--- config.mk ---
export PLATFORM = sky130hd
export DESIGN_NAME = i2c_host_regfront
export DESIGN_NICKNAME = d
export VERILOG_FILES = /design/src/rtl/i2cf_pkg.sv /design/src/rtl/i2cf_ctrl.sv /design/src/rtl/i2cf_datapath.sv /design/src/rtl/i2c_host_regfront.sv
export SDC_FILE = /design/constraint.sdc
export NUM_CORES = 1
export LEC_CHECK = 0
export BUFFER_PORTS_ARGS = -buffer_cell sky130_fd_sc_hd__buf_2
export CORE_UTILIZATION = 50
export CTS_CLUSTER_SIZE = 8
export DETAILED_ROUTE_END_ITERATION = 16
export GPL_ROUTABILITY_DRIVEN = 0
export PLACE_DENSITY = 0.86
export SKIP_CTS_REPAIR_TIMING = 1
export SYNTH_ARGS = -nofsm -noshare
export SYNTH_HDL_FRONTEND = slang
export SYNTH_SLANG_ARGS = --single-unit
--- constraint.sdc ---
create_clock -name clk -period 2.9 [get_ports clk]
set_input_delay 0.58 -clock clk [delete_from_list [all_inputs] [get_ports clk]]
set_output_delay 0.58 -clock clk [all_outputs]
set_load 0.05 [all_outputs]
--- src/rtl/i2cf_pkg.sv ---
package i2cf_pkg;
  localparam int REG_W    = 32;
  localparam int BYTE_W   = 8;
  localparam int NUM_SRC  = 3;

  localparam int OFF_CTRLA  = 'h00;
  localparam int OFF_CTRLB  = 'h04;
  localparam int OFF_BAUD   = 'h0C;
  localparam int OFF_ENCLR  = 'h14;
  localparam int OFF_ENSET  = 'h16;
  localparam int OFF_FLAG   = 'h18;
  localparam int OFF_STATUS = 'h1A;
  localparam int OFF_ADDR   = 'h24;
  localparam int OFF_DATA   = 'h28;

  localparam int SMART_BIT  = 8;
  localparam int CMD_LSB    = 16;
  localparam int ACKACT_BIT = 18;
  localparam int NACK_BIT   = 2;
  localparam logic [2:0] MODE_HOST = 3'd5;

  typedef enum logic [1:0] {
    OP_START = 2'd0,
    OP_WRITE = 2'd1,
    OP_READ  = 2'd2,
    OP_STOP  = 2'd3
  } engOp_e;

  typedef enum logic [1:0] {
    LINK_IDLE  = 2'd0,
    LINK_WRITE = 2'd1,
    LINK_READ  = 2'd2
  } link_e;

  typedef struct packed {
    logic setHost;
    logic setClient;
    logic setNack;
    logic clrNack;
    logic loadRx;
    logic swReset;
  } strobe_t;

  // bit position of interrupt source idx: host 0, client 1, error 7
  function automatic int srcPos(input int idx);
    return (idx == 0) ? 0 : (idx == 1) ? 1 : 7;
  endfunction
endpackage

--- src/rtl/i2cf_ctrl.sv ---
module i2cf_ctrl
  import i2cf_pkg::*;
#(
  parameter int BUS_AW = 8,
  parameter int TGT_AW = 10
) (
  input  logic              clk,
  input  logic              rstN,
  input  logic [BUS_AW-1:0] busAddr,
  input  logic              busWrEn,
  input  logic              busRdEn,
  input  logic [REG_W-1:0]  busWrData,
  input  logic              hostReady,
  input  logic              smartEn,
  input  logic              ackAct,
  input  logic              engDone,
  input  logic              engNack,
  output logic              engReq,
  output logic [1:0]        engOp,
  output logic [TGT_AW-1:0] engAddr,
  output logic              engDir,
  output logic [BYTE_W-1:0] engWrData,
  output strobe_t           strb
);
  localparam int CMD_W = 2;

  logic   busy;
  link_e  link;
  engOp_e opQ;
  logic   issue, goIdle;
  engOp_e nextOp;
  logic   wrAddr, wrCtrlB, wrData, rdData, swr;
  logic [CMD_W-1:0] cmd;

  logic unusedWdata;
  assign unusedWdata = ^{busWrData[REG_W-1:CMD_LSB+CMD_W], busWrData[CMD_LSB-1:TGT_AW+1]};

  assign wrAddr  = busWrEn && (busAddr == BUS_AW'(OFF_ADDR));
  assign wrCtrlB = busWrEn && (busAddr == BUS_AW'(OFF_CTRLB));
  assign wrData  = busWrEn && (busAddr == BUS_AW'(OFF_DATA));
  assign rdData  = busRdEn && (busAddr == BUS_AW'(OFF_DATA));
  assign swr     = busWrEn && (busAddr == BUS_AW'(OFF_CTRLA)) && busWrData[0];
  assign cmd     = busWrData[CMD_LSB +: CMD_W];

  // request decode: one operation at a time
  always_comb begin
    issue  = 1'b0;
    goIdle = 1'b0;
    nextOp = OP_START;
    if (!busy && !swr) begin
      if (wrAddr && hostReady) begin
        issue = 1'b1;
      end else if (wrCtrlB) begin
        unique case (cmd)
          2'd1: issue = (link != LINK_IDLE);
          2'd2: begin issue = (link == LINK_READ); nextOp = OP_READ; end
          2'd3: begin goIdle = 1'b1; issue = (link != LINK_IDLE); nextOp = OP_STOP; end
          default: ;
        endcase
      end else if (wrData && link == LINK_WRITE) begin
        issue = 1'b1;
        nextOp = OP_WRITE;
      end else if (rdData && link == LINK_READ && smartEn) begin
        issue  = 1'b1;
        nextOp = ackAct ? OP_STOP : OP_READ;
        goIdle = ackAct;
      end
    end
  end

  // event strobes for the datapath
  always_comb begin
    strb = '0;
    strb.swReset = swr;
    if (busy && engDone) begin
      unique case (opQ)
        OP_START: begin
          if (engNack) begin
            strb.setHost = 1'b1;
            strb.setNack = 1'b1;
          end else begin
            strb.clrNack   = 1'b1;
            strb.setHost   = !engDir;
            strb.setClient = engDir;
            strb.loadRx    = engDir;
          end
        end
        OP_WRITE: begin
          strb.setHost = 1'b1;
          strb.setNack = engNack;
        end
        OP_READ: begin
          strb.setClient = 1'b1;
          strb.loadRx    = 1'b1;
        end
        default: ;
      endcase
    end else if (!busy && rdData && link == LINK_READ) begin
      strb.setClient = 1'b1;
    end
  end

  always_ff @(posedge clk) begin
    if (!rstN || swr) begin
      busy      <= 1'b0;
      link      <= LINK_IDLE;
      opQ       <= OP_START;
      engAddr   <= '0;
      engDir    <= 1'b0;
      engWrData <= '0;
    end else begin
      if (busy && engDone) begin
        busy <= 1'b0;
        if (opQ == OP_START) begin
          link <= engNack ? LINK_IDLE : (engDir ? LINK_READ : LINK_WRITE);
        end
      end
      if (issue) begin
        busy <= 1'b1;
        opQ  <= nextOp;
        if (wrAddr) begin
          engAddr <= busWrData[TGT_AW:1];
          engDir  <= busWrData[0];
        end
        if (nextOp == OP_WRITE) engWrData <= busWrData[BYTE_W-1:0];
      end
      if (goIdle) link <= LINK_IDLE;
    end
  end

  assign engReq = busy;
  assign engOp  = opQ;

  p_req_hold_r13: assert property (@(posedge clk) disable iff (!rstN)
    (engReq && !engDone && !swr) |=> (engReq && $stable(engOp)));

  p_busy_ignore_r13: assert property (@(posedge clk) disable iff (!rstN)
    (engReq && !engDone && wrAddr) |=> ($stable(engAddr) && $stable(engDir)));

  p_nack_idle_r4: assert property (@(posedge clk) disable iff (!rstN)
    (engReq && engDone && engOp == 2'd0 && engNack && !swr) |=> (link == LINK_IDLE));
endmodule

--- src/rtl/i2cf_datapath.sv ---
module i2cf_datapath
  import i2cf_pkg::*;
#(
  parameter int BUS_AW = 8,
  parameter int TGT_AW = 10
) (
  input  logic              clk,
  input  logic              rstN,
  input  logic [BUS_AW-1:0] busAddr,
  input  logic              busWrEn,
  input  logic [REG_W-1:0]  busWrData,
  input  strobe_t           strb,
  input  logic [TGT_AW-1:0] engAddr,
  input  logic              engDir,
  input  logic [BYTE_W-1:0] engRdData,
  output logic [REG_W-1:0]  busRdData,
  output logic              hostReady,
  output logic              smartEn,
  output logic              ackAct,
  output logic              irq
);
  logic             enableQ, nackQ;
  logic [2:0]       modeQ;
  logic [REG_W-1:0] baudQ;
  logic [BYTE_W-1:0] rxQ;
  logic [NUM_SRC-1:0] enQ, flagQ, setVec;
  logic [BYTE_W-1:0]  enRb, flagRb;
  logic wrCtrlA, wrCtrlB, wrBaud, wrEnSet, wrEnClr, wrFlag, clrAll;

  assign wrCtrlA = busWrEn && (busAddr == BUS_AW'(OFF_CTRLA));
  assign wrCtrlB = busWrEn && (busAddr == BUS_AW'(OFF_CTRLB));
  assign wrBaud  = busWrEn && (busAddr == BUS_AW'(OFF_BAUD));
  assign wrEnSet = busWrEn && (busAddr == BUS_AW'(OFF_ENSET));
  assign wrEnClr = busWrEn && (busAddr == BUS_AW'(OFF_ENCLR));
  assign wrFlag  = busWrEn && (busAddr == BUS_AW'(OFF_FLAG));
  assign clrAll  = !rstN || strb.swReset;

  assign setVec = {1'b0, strb.setClient, strb.setHost};

  always_ff @(posedge clk) begin
    if (clrAll) begin
      enableQ <= 1'b0;
      modeQ   <= '0;
      baudQ   <= '0;
      smartEn <= 1'b0;
      ackAct  <= 1'b0;
      nackQ   <= 1'b0;
      rxQ     <= '0;
    end else begin
      if (wrCtrlA) begin
        enableQ <= busWrData[1];
        if (busWrData[4:2] == MODE_HOST) modeQ <= MODE_HOST;
      end
      if (wrCtrlB) begin
        smartEn <= busWrData[SMART_BIT];
        ackAct  <= busWrData[ACKACT_BIT];
      end
      if (wrBaud) baudQ <= busWrData;
      if (strb.setNack) nackQ <= 1'b1;
      else if (strb.clrNack) nackQ <= 1'b0;
      if (strb.loadRx) rxQ <= engRdData;
    end
  end

  for (genvar i = 0; i < NUM_SRC; i++) begin : g_src
    localparam int POS = srcPos(i);
    logic enBit, flagBit;
    always_ff @(posedge clk) begin
      if (clrAll) begin
        enBit   <= 1'b0;
        flagBit <= 1'b0;
      end else begin
        if (wrEnSet && busWrData[POS]) enBit <= 1'b1;
        else if (wrEnClr && busWrData[POS]) enBit <= 1'b0;
        if (setVec[i]) flagBit <= 1'b1;
        else if (wrFlag && busWrData[POS]) flagBit <= 1'b0;
      end
    end
    assign enQ[i]   = enBit;
    assign flagQ[i] = flagBit;
  end

  always_comb begin
    enRb   = '0;
    flagRb = '0;
    for (int i = 0; i < NUM_SRC; i++) begin
      enRb[srcPos(i)]   = enQ[i];
      flagRb[srcPos(i)] = flagQ[i];
    end
  end

  assign irq       = |(enQ & flagQ);
  assign hostReady = enableQ && (modeQ == MODE_HOST);

  always_comb begin
    busRdData = '0;
    if (busAddr == BUS_AW'(OFF_CTRLA)) begin
      busRdData[4:0] = {modeQ, enableQ, 1'b0};
    end else if (busAddr == BUS_AW'(OFF_CTRLB)) begin
      busRdData[SMART_BIT]  = smartEn;
      busRdData[ACKACT_BIT] = ackAct;
    end else if (busAddr == BUS_AW'(OFF_BAUD)) begin
      busRdData = baudQ;
    end else if (busAddr == BUS_AW'(OFF_ENCLR) || busAddr == BUS_AW'(OFF_ENSET)) begin
      busRdData[BYTE_W-1:0] = enRb;
    end else if (busAddr == BUS_AW'(OFF_FLAG)) begin
      busRdData[BYTE_W-1:0] = flagRb;
    end else if (busAddr == BUS_AW'(OFF_STATUS)) begin
      busRdData[NACK_BIT] = nackQ;
    end else if (busAddr == BUS_AW'(OFF_ADDR)) begin
      busRdData[TGT_AW:0] = {engAddr, engDir};
    end else if (busAddr == BUS_AW'(OFF_DATA)) begin
      busRdData[BYTE_W-1:0] = rxQ;
    end
  end

  p_host_flag_r5: assert property (@(posedge clk) disable iff (!rstN)
    (strb.setHost && !strb.swReset) |=> flagQ[0]);

  p_nack_set_r4: assert property (@(posedge clk) disable iff (!rstN)
    (strb.setNack && !strb.swReset) |=> nackQ);

  p_mode_keep_r2: assert property (@(posedge clk) disable iff (!rstN)
    (wrCtrlA && !busWrData[0] && busWrData[4:2] != MODE_HOST) |=> $stable(modeQ));
endmodule

--- src/rtl/i2c_host_regfront.sv ---
module i2c_host_regfront
  import i2cf_pkg::*;
#(
  parameter int BUS_AW = 8,
  parameter int TGT_AW = 10
) (
  input  logic              clk,
  input  logic              rstN,
  input  logic [BUS_AW-1:0] busAddr,
  input  logic              busWrEn,
  input  logic              busRdEn,
  input  logic [31:0]       busWrData,
  output logic [31:0]       busRdData,
  output logic              engReq,
  output logic [1:0]        engOp,
  output logic [TGT_AW-1:0] engAddr,
  output logic              engDir,
  output logic [7:0]        engWrData,
  input  logic              engDone,
  input  logic              engNack,
  input  logic [7:0]        engRdData,
  output logic              irq
);
  strobe_t strb;
  logic    hostReady, smartEn, ackAct;

  i2cf_ctrl #(.BUS_AW(BUS_AW), .TGT_AW(TGT_AW)) u_ctrl (
    .clk(clk), .rstN(rstN), .busAddr(busAddr), .busWrEn(busWrEn), .busRdEn(busRdEn),
    .busWrData(busWrData), .hostReady(hostReady), .smartEn(smartEn), .ackAct(ackAct),
    .engDone(engDone), .engNack(engNack), .engReq(engReq), .engOp(engOp),
    .engAddr(engAddr), .engDir(engDir), .engWrData(engWrData), .strb(strb)
  );

  i2cf_datapath #(.BUS_AW(BUS_AW), .TGT_AW(TGT_AW)) u_dp (
    .clk(clk), .rstN(rstN), .busAddr(busAddr), .busWrEn(busWrEn), .busWrData(busWrData),
    .strb(strb), .engAddr(engAddr), .engDir(engDir), .engRdData(engRdData),
    .busRdData(busRdData), .hostReady(hostReady), .smartEn(smartEn), .ackAct(ackAct),
    .irq(irq)
  );
endmodule

# Word level (Yosys, flattened, before mapping)
# Cells that the tools add are included.
dict set report word_totals {
  reg_bits 74
}
dict set report classes {
  eq_ne 18
  bitwise 1
  mux 73
  reduce_logical 50
}
# cell count
set ops {}
lappend ops {{8-bit two-way mux} 12}
lappend ops {{1-bit two-way mux} 36}
lappend ops {{8-bit by 5-bit == test with 1-bit output, second input constant} 4}
lappend ops {{1-bit logical AND} 27}
lappend ops {{27-bit two-way mux} 1}
lappend ops {{21-bit two-way mux} 1}
lappend ops {{2-bit two-way mux} 9}
lappend ops {{8-bit by 6-bit == test with 1-bit output, second input constant} 2}
lappend ops {{2-bit nonzero test} 8}
lappend ops {{13-bit two-way mux} 1}
lappend ops {{3-bit two-way mux} 4}
lappend ops {{11-bit two-way mux} 1}
lappend ops {{2-bit == test, second input constant} 5}
lappend ops {{1-bit one-hot mux with 2 select lines} 5}
lappend ops {{9-bit two-way mux} 1}
lappend ops {{2-bit by 1-bit == test with 1-bit output, second input constant} 4}
lappend ops {{8-bit by 3-bit == test with 1-bit output, second input constant} 1}
lappend ops {{8-bit by 4-bit == test with 1-bit output, second input constant} 1}
lappend ops {{8-bit zero test} 1}
lappend ops {{2-bit AND reduction} 4}
lappend ops {{5-bit two-way mux} 1}
lappend ops {{1-bit zero test} 4}
lappend ops {{2-bit one-hot mux with 2 select lines} 1}
lappend ops {{2-bit OR reduction} 2}
lappend ops {{5 further kinds} 6}

# Longest topological paths before layout
dict set report logic_depth {
  word_depth 15
  depth_mapped 7
}

# Cells and area by module
# From an unflattened synthesis, not the netlist that was laid out.
dict set report unflattened {
  hier_cells 478
  area_unflattened_um2 3713.6
}
# module area_per_inst_um2 n_inst cells_each seq_area_each_um2
set modules_own_cells {}
lappend modules_own_cells {i2cf_datapath 2442.3 1 313 1001.0}
lappend modules_own_cells {i2cf_ctrl 1271.2 1 165 480.5}

# Least setup slack after synthesis
# Ideal clock, no wire load.
dict set report synth_timing {
  path_kind {input to output}
  start {input port busAddr[3]}
  end {output port busRdData[1]}
  path_buffers 0
  cell_stages 3
  arrival_ns 2.305
  path_slack_ns 0.015
  cell_sequence {nor4b_4 a22oi_1 o21ai_0}
}
dict set report synth_between {
  elab_chain_len 15
}
# item line
set synth_rtl {}
lappend synth_rtl {{start, declared} i2c_host_regfront.sv:9} ;# input logic [BUS_AW-1:0] busAddr,
lappend synth_rtl {{8-bit by 6-bit == test with 1-bit output} i2cf_datapath.sv:112} ;# end else if (busAddr == BUS_AW'(OFF_DATA)) begin
lappend synth_rtl {{8-bit two-way mux} i2cf_datapath.sv:112}
lappend synth_rtl {{8-bit two-way mux} i2cf_datapath.sv:110} ;# end else if (busAddr == BUS_AW'(OFF_ADDR)) begin
lappend synth_rtl {{8-bit two-way mux} i2cf_datapath.sv:108} ;# end else if (busAddr == BUS_AW'(OFF_STATUS)) begin
lappend synth_rtl {{8-bit two-way mux} i2cf_datapath.sv:106} ;# end else if (busAddr == BUS_AW'(OFF_FLAG)) begin
lappend synth_rtl {{8-bit two-way mux} i2cf_datapath.sv:104} ;# end else if (busAddr == BUS_AW'(OFF_ENCLR) || busAddr == BUS_AW'(OFF_ENSET)) begin
lappend synth_rtl {{8-bit two-way mux} i2cf_datapath.sv:102} ;# end else if (busAddr == BUS_AW'(OFF_BAUD)) begin
lappend synth_rtl {{8-bit two-way mux} i2cf_datapath.sv:99} ;# end else if (busAddr == BUS_AW'(OFF_CTRLB)) begin
lappend synth_rtl {{8-bit two-way mux} i2cf_datapath.sv:97} ;# if (busAddr == BUS_AW'(OFF_CTRLA)) begin
lappend synth_rtl {{2-bit two-way mux} i2cf_datapath.sv:108}
lappend synth_rtl {{8-bit two-way mux} i2cf_datapath.sv:106}
lappend synth_rtl {{8-bit two-way mux} i2cf_datapath.sv:104}
lappend synth_rtl {{11-bit two-way mux} i2cf_datapath.sv:102}
lappend synth_rtl {{8-bit two-way mux} i2cf_datapath.sv:99}
lappend synth_rtl {{5-bit two-way mux (*)} i2cf_datapath.sv:97}
lappend synth_rtl {{end, declared} i2c_host_regfront.sv:13} ;# output logic [31:0] busRdData,
# Every way passes the cells marked *; elsewhere a longest branch is shown, timed or not. The select of a mux whose other input is x is not followed.

# Final worst setup path
dict set report layout_timing {
  start {input port busAddr[1]}
  end {output port busRdData[8]}
}
dict set report layout_between {
  elab_chain_len 8
}
# item line
set layout_rtl {}
lappend layout_rtl {{8-bit by 6-bit == test with 1-bit output} i2cf_datapath.sv:110}
lappend layout_rtl {{3-bit two-way mux} i2cf_datapath.sv:110}
lappend layout_rtl {{8-bit two-way mux} i2cf_datapath.sv:108}
lappend layout_rtl {{3-bit two-way mux} i2cf_datapath.sv:106}
lappend layout_rtl {{3-bit two-way mux} i2cf_datapath.sv:104}
lappend layout_rtl {{11-bit two-way mux} i2cf_datapath.sv:102}
lappend layout_rtl {{1-bit two-way mux} i2cf_datapath.sv:99}
lappend layout_rtl {{27-bit two-way mux (*)} i2cf_datapath.sv:97}
# Every way passes the cells marked *; elsewhere a longest branch is shown, timed or not.

==> results.cfg <==
[synth]
synthAdderAreaFrac_pct = 0
synth-edff-count = 0
synth_top_family_by_area = simple AND/OR/NAND/NOR gates
synth-simple-area-share_pct = 29.1
synth_compound_area_share_pct = 16.3
ys_seq_elements = 74
yosys_most_used_dff = dfxtp_1
muxShareOfSynthArea_pct = 9.03
synth-xor-area-share_pct = 0
avgSynthCellArea_um2 = 8.19
syn_nets = 487
ys_types = 58
yosysWarningCount = 0
async_reset_ff_share_pct = 0
synth_cells = 433
synth_area_mm2 = 0.00355
synth-seq-area-share_pct = 41.8

[placed_design]
postPlaceCellArea_mm2 = 0.00425
port_buffers = 108
hpwl_um = 7140

[grt]
antenna_found_initial = 0
grt_overflow = 0
grt_pass1_wl_um = 15400
grt_max_degree = 33
grt_pass1_vias = 3353
grt_usage_pct = 26.5

[cts]
cts_max_path_buffers = 2
cts_tree = built
cts-root-buf = clkbuf_8
cts_buffers = 9
clock_latency_ns = 0.35
cts_sinks = 74
htreeDepth = 3
cts.clk_slew.worst_paths_ns = 0.07

[timing]
fmax_mhz = 360
tns_ns = 0
rsz0062_at_grt = false
setup_viol = 0
slew_headroom_pct = 62.2
slew_violations = 0
clock-skew-final_ns = 0.00770
post-route-period-util_pct = 95.8
worst_pin_slew_ns = 0.565
hold_viol = 0
period_minus_slack_ns = 2.78

[setup_path]
r2r_start = u_ctrl.link[0]
critPathRequiredTime_ns = 2.32
cp_max_fo = 9
cp.arrival_ns = 2.20
path_class = in -> out
startpoint_type = input pin
cp-startpoint = busAddr[1]
worstSetupEndpointType = primary output

[drt]
drtAntennaViolNets = 0
route.detailed.wl_per_inst_um = 15.1
wirelength_um = 9760
drt-initial-drc-count = 328
vias_per_cell = 5.53
firstDrtPassIters = 6
post-route-drc-count = 0
via_count = 3573

[run]
cap_violations = 0

[floorplan]
io_pins = 109
chipHeight_um = 86.2
rows = 30
initial_core_util_pct = 51.9
coreArea_mm2 = 0.00683
die_x_um = 86.2
dieArea_mm2 = 0.00743

[hold_path]
min_from = u_dp.baudQ[12]
hold_path_class = reg -> reg

[power]
p_per_area_mw_per_mm2 = 435
p_leak_nw = 2.00
irDropWorstVdd_uv = 314
total_power_mw = 1.93

[final_layout]
areaGrowthSynthToFinish_pct = 25.2
mostFrequentLayoutCell = nand2_1
num-nets-final = 599
num_antenna_cells = 0
final_cell_mix = 122 x nand2_1, 108 x buf_2, 74 x dfxtp_1, 45 x a21oi_1, 32 x mux2i_1
fin_area_mm2 = 0.00444
drive_above_1_share_pct = 28.4

[outcome]
status = completed
cells in the mapped netlist (2+ instances only):
master    count  area (um2)
dfxtp_1      74        1480
buf_6         2        22.5
buf_2         2        10.0
nand4_1       2        12.5
nor4b_2       2        30.0
nand2b_1      2        12.5
nand3_1      10        50.1
inv_1         4        15.0
and4b_1       2        20.0
a21oi_1      45         225
o21ai_0      12        60.1
and2_1       23         144
nand2_1     122         458
nor4b_4       2        47.6
nor3_1        3        15.0
a22oi_1       6        45.0
nor4bb_1      2        20.0
mux2i_1      32         320
nor2b_1       3        18.8
a31oi_1       3        18.8
clkbuf_1     21        78.8
a22o_1        4        35.0
and3b_1       2        17.5
nor2_1       19        71.3
cell families after synthesis:
kind of cell    count (synthesis)
simple gates                  205
compound gates                 91
flops                          74
mux                            32
buf+inv                        31
metal layers:
metal,routed length [um],up-vias,GRT usage (%),share of wire (%)
li1,-,1721,-,-
met5,0,-,0,0
met2,4700,171,45.1,48
met4,269,0,13.2,2.8
met1,4100,1656,32.2,42
met3,689,25,5.05,7.1
final timing paths:
path | end | slack (ns) | depth (start not counted)
min | u_dp.baudQ[12] | 0.45 | 2
max reg2reg | u_ctrl.engWrData[2] | 0.87 | 6
max | busRdData[8] | 0.12 | 7
min reg2reg | u_dp.baudQ[12] | 0.45 | 2
area by class of cell:
| class | instances | area [um2] |
|---|---|---|
| clock buffers | 11 | 141 |
| clock inverters | 5 | 53.8 |
| fillers | 600 | 2390 |
| inverters | 5 | 18.8 |
| multi-input cells | 328 | 1940 |
| flip-flops and latches | 74 | 1480 |
| well taps | 96 | 120 |
| repair buffers | 127 | 683 |
registers in the layout, summed over array words and instances (netlist names):
signal              cells
u_dp.baudQ             32
u_ctrl.engAddr         10
u_ctrl.engWrData        8
u_dp.rxQ                8
u_dp.g_src.enBit        3
u_ctrl.engOp            2
u_ctrl.link             2
u_dp.g_src.flagBit      2
u_ctrl.engDir           1
u_ctrl.engReq           1
u_dp.ackAct             1
u_dp.enableQ            1
u_dp.modeQ              1
u_dp.nackQ              1
u_dp.smartEn            1
where the power goes:
group | switching (mW) | internal [mW] | leakage [nW]
Combinational | 0.0772 | 0.0474 | 1.31
Sequential | 0.000347 | 1.02 | 0.596
Clock | 0.373 | 0.418 | 0.103
worst max-delay path: stages:
cell	delay [ns]
buf_2	0.16
nor4b_4	0.56
and2_2	0.27
o21ai_0	0.12
nand2_1	0.09
o2bb2ai_1	0.13
buf_2	0.29
per-stage QoR:
| stage | utilization, % | hold slack [ns] | cells | setup WS (ns) |
|---|---|---|---|---|
| final | 65.0 | 0.452 | 646 | 0.121 |
| after detailed placement | 62.1 | 0.443 | 630 | 0.126 |
| after global placement | 62.1 | 0.437 | 630 | 0.188 |
| after floorplan | - | 0.432 | 433 | 0.0146 |
| after global routing | 65.0 | 0.458 | 646 | 0.00984 |
| after CTS | 65.0 | 0.434 | 646 | 0.127 |
Power figures use the tool's default switching activity.
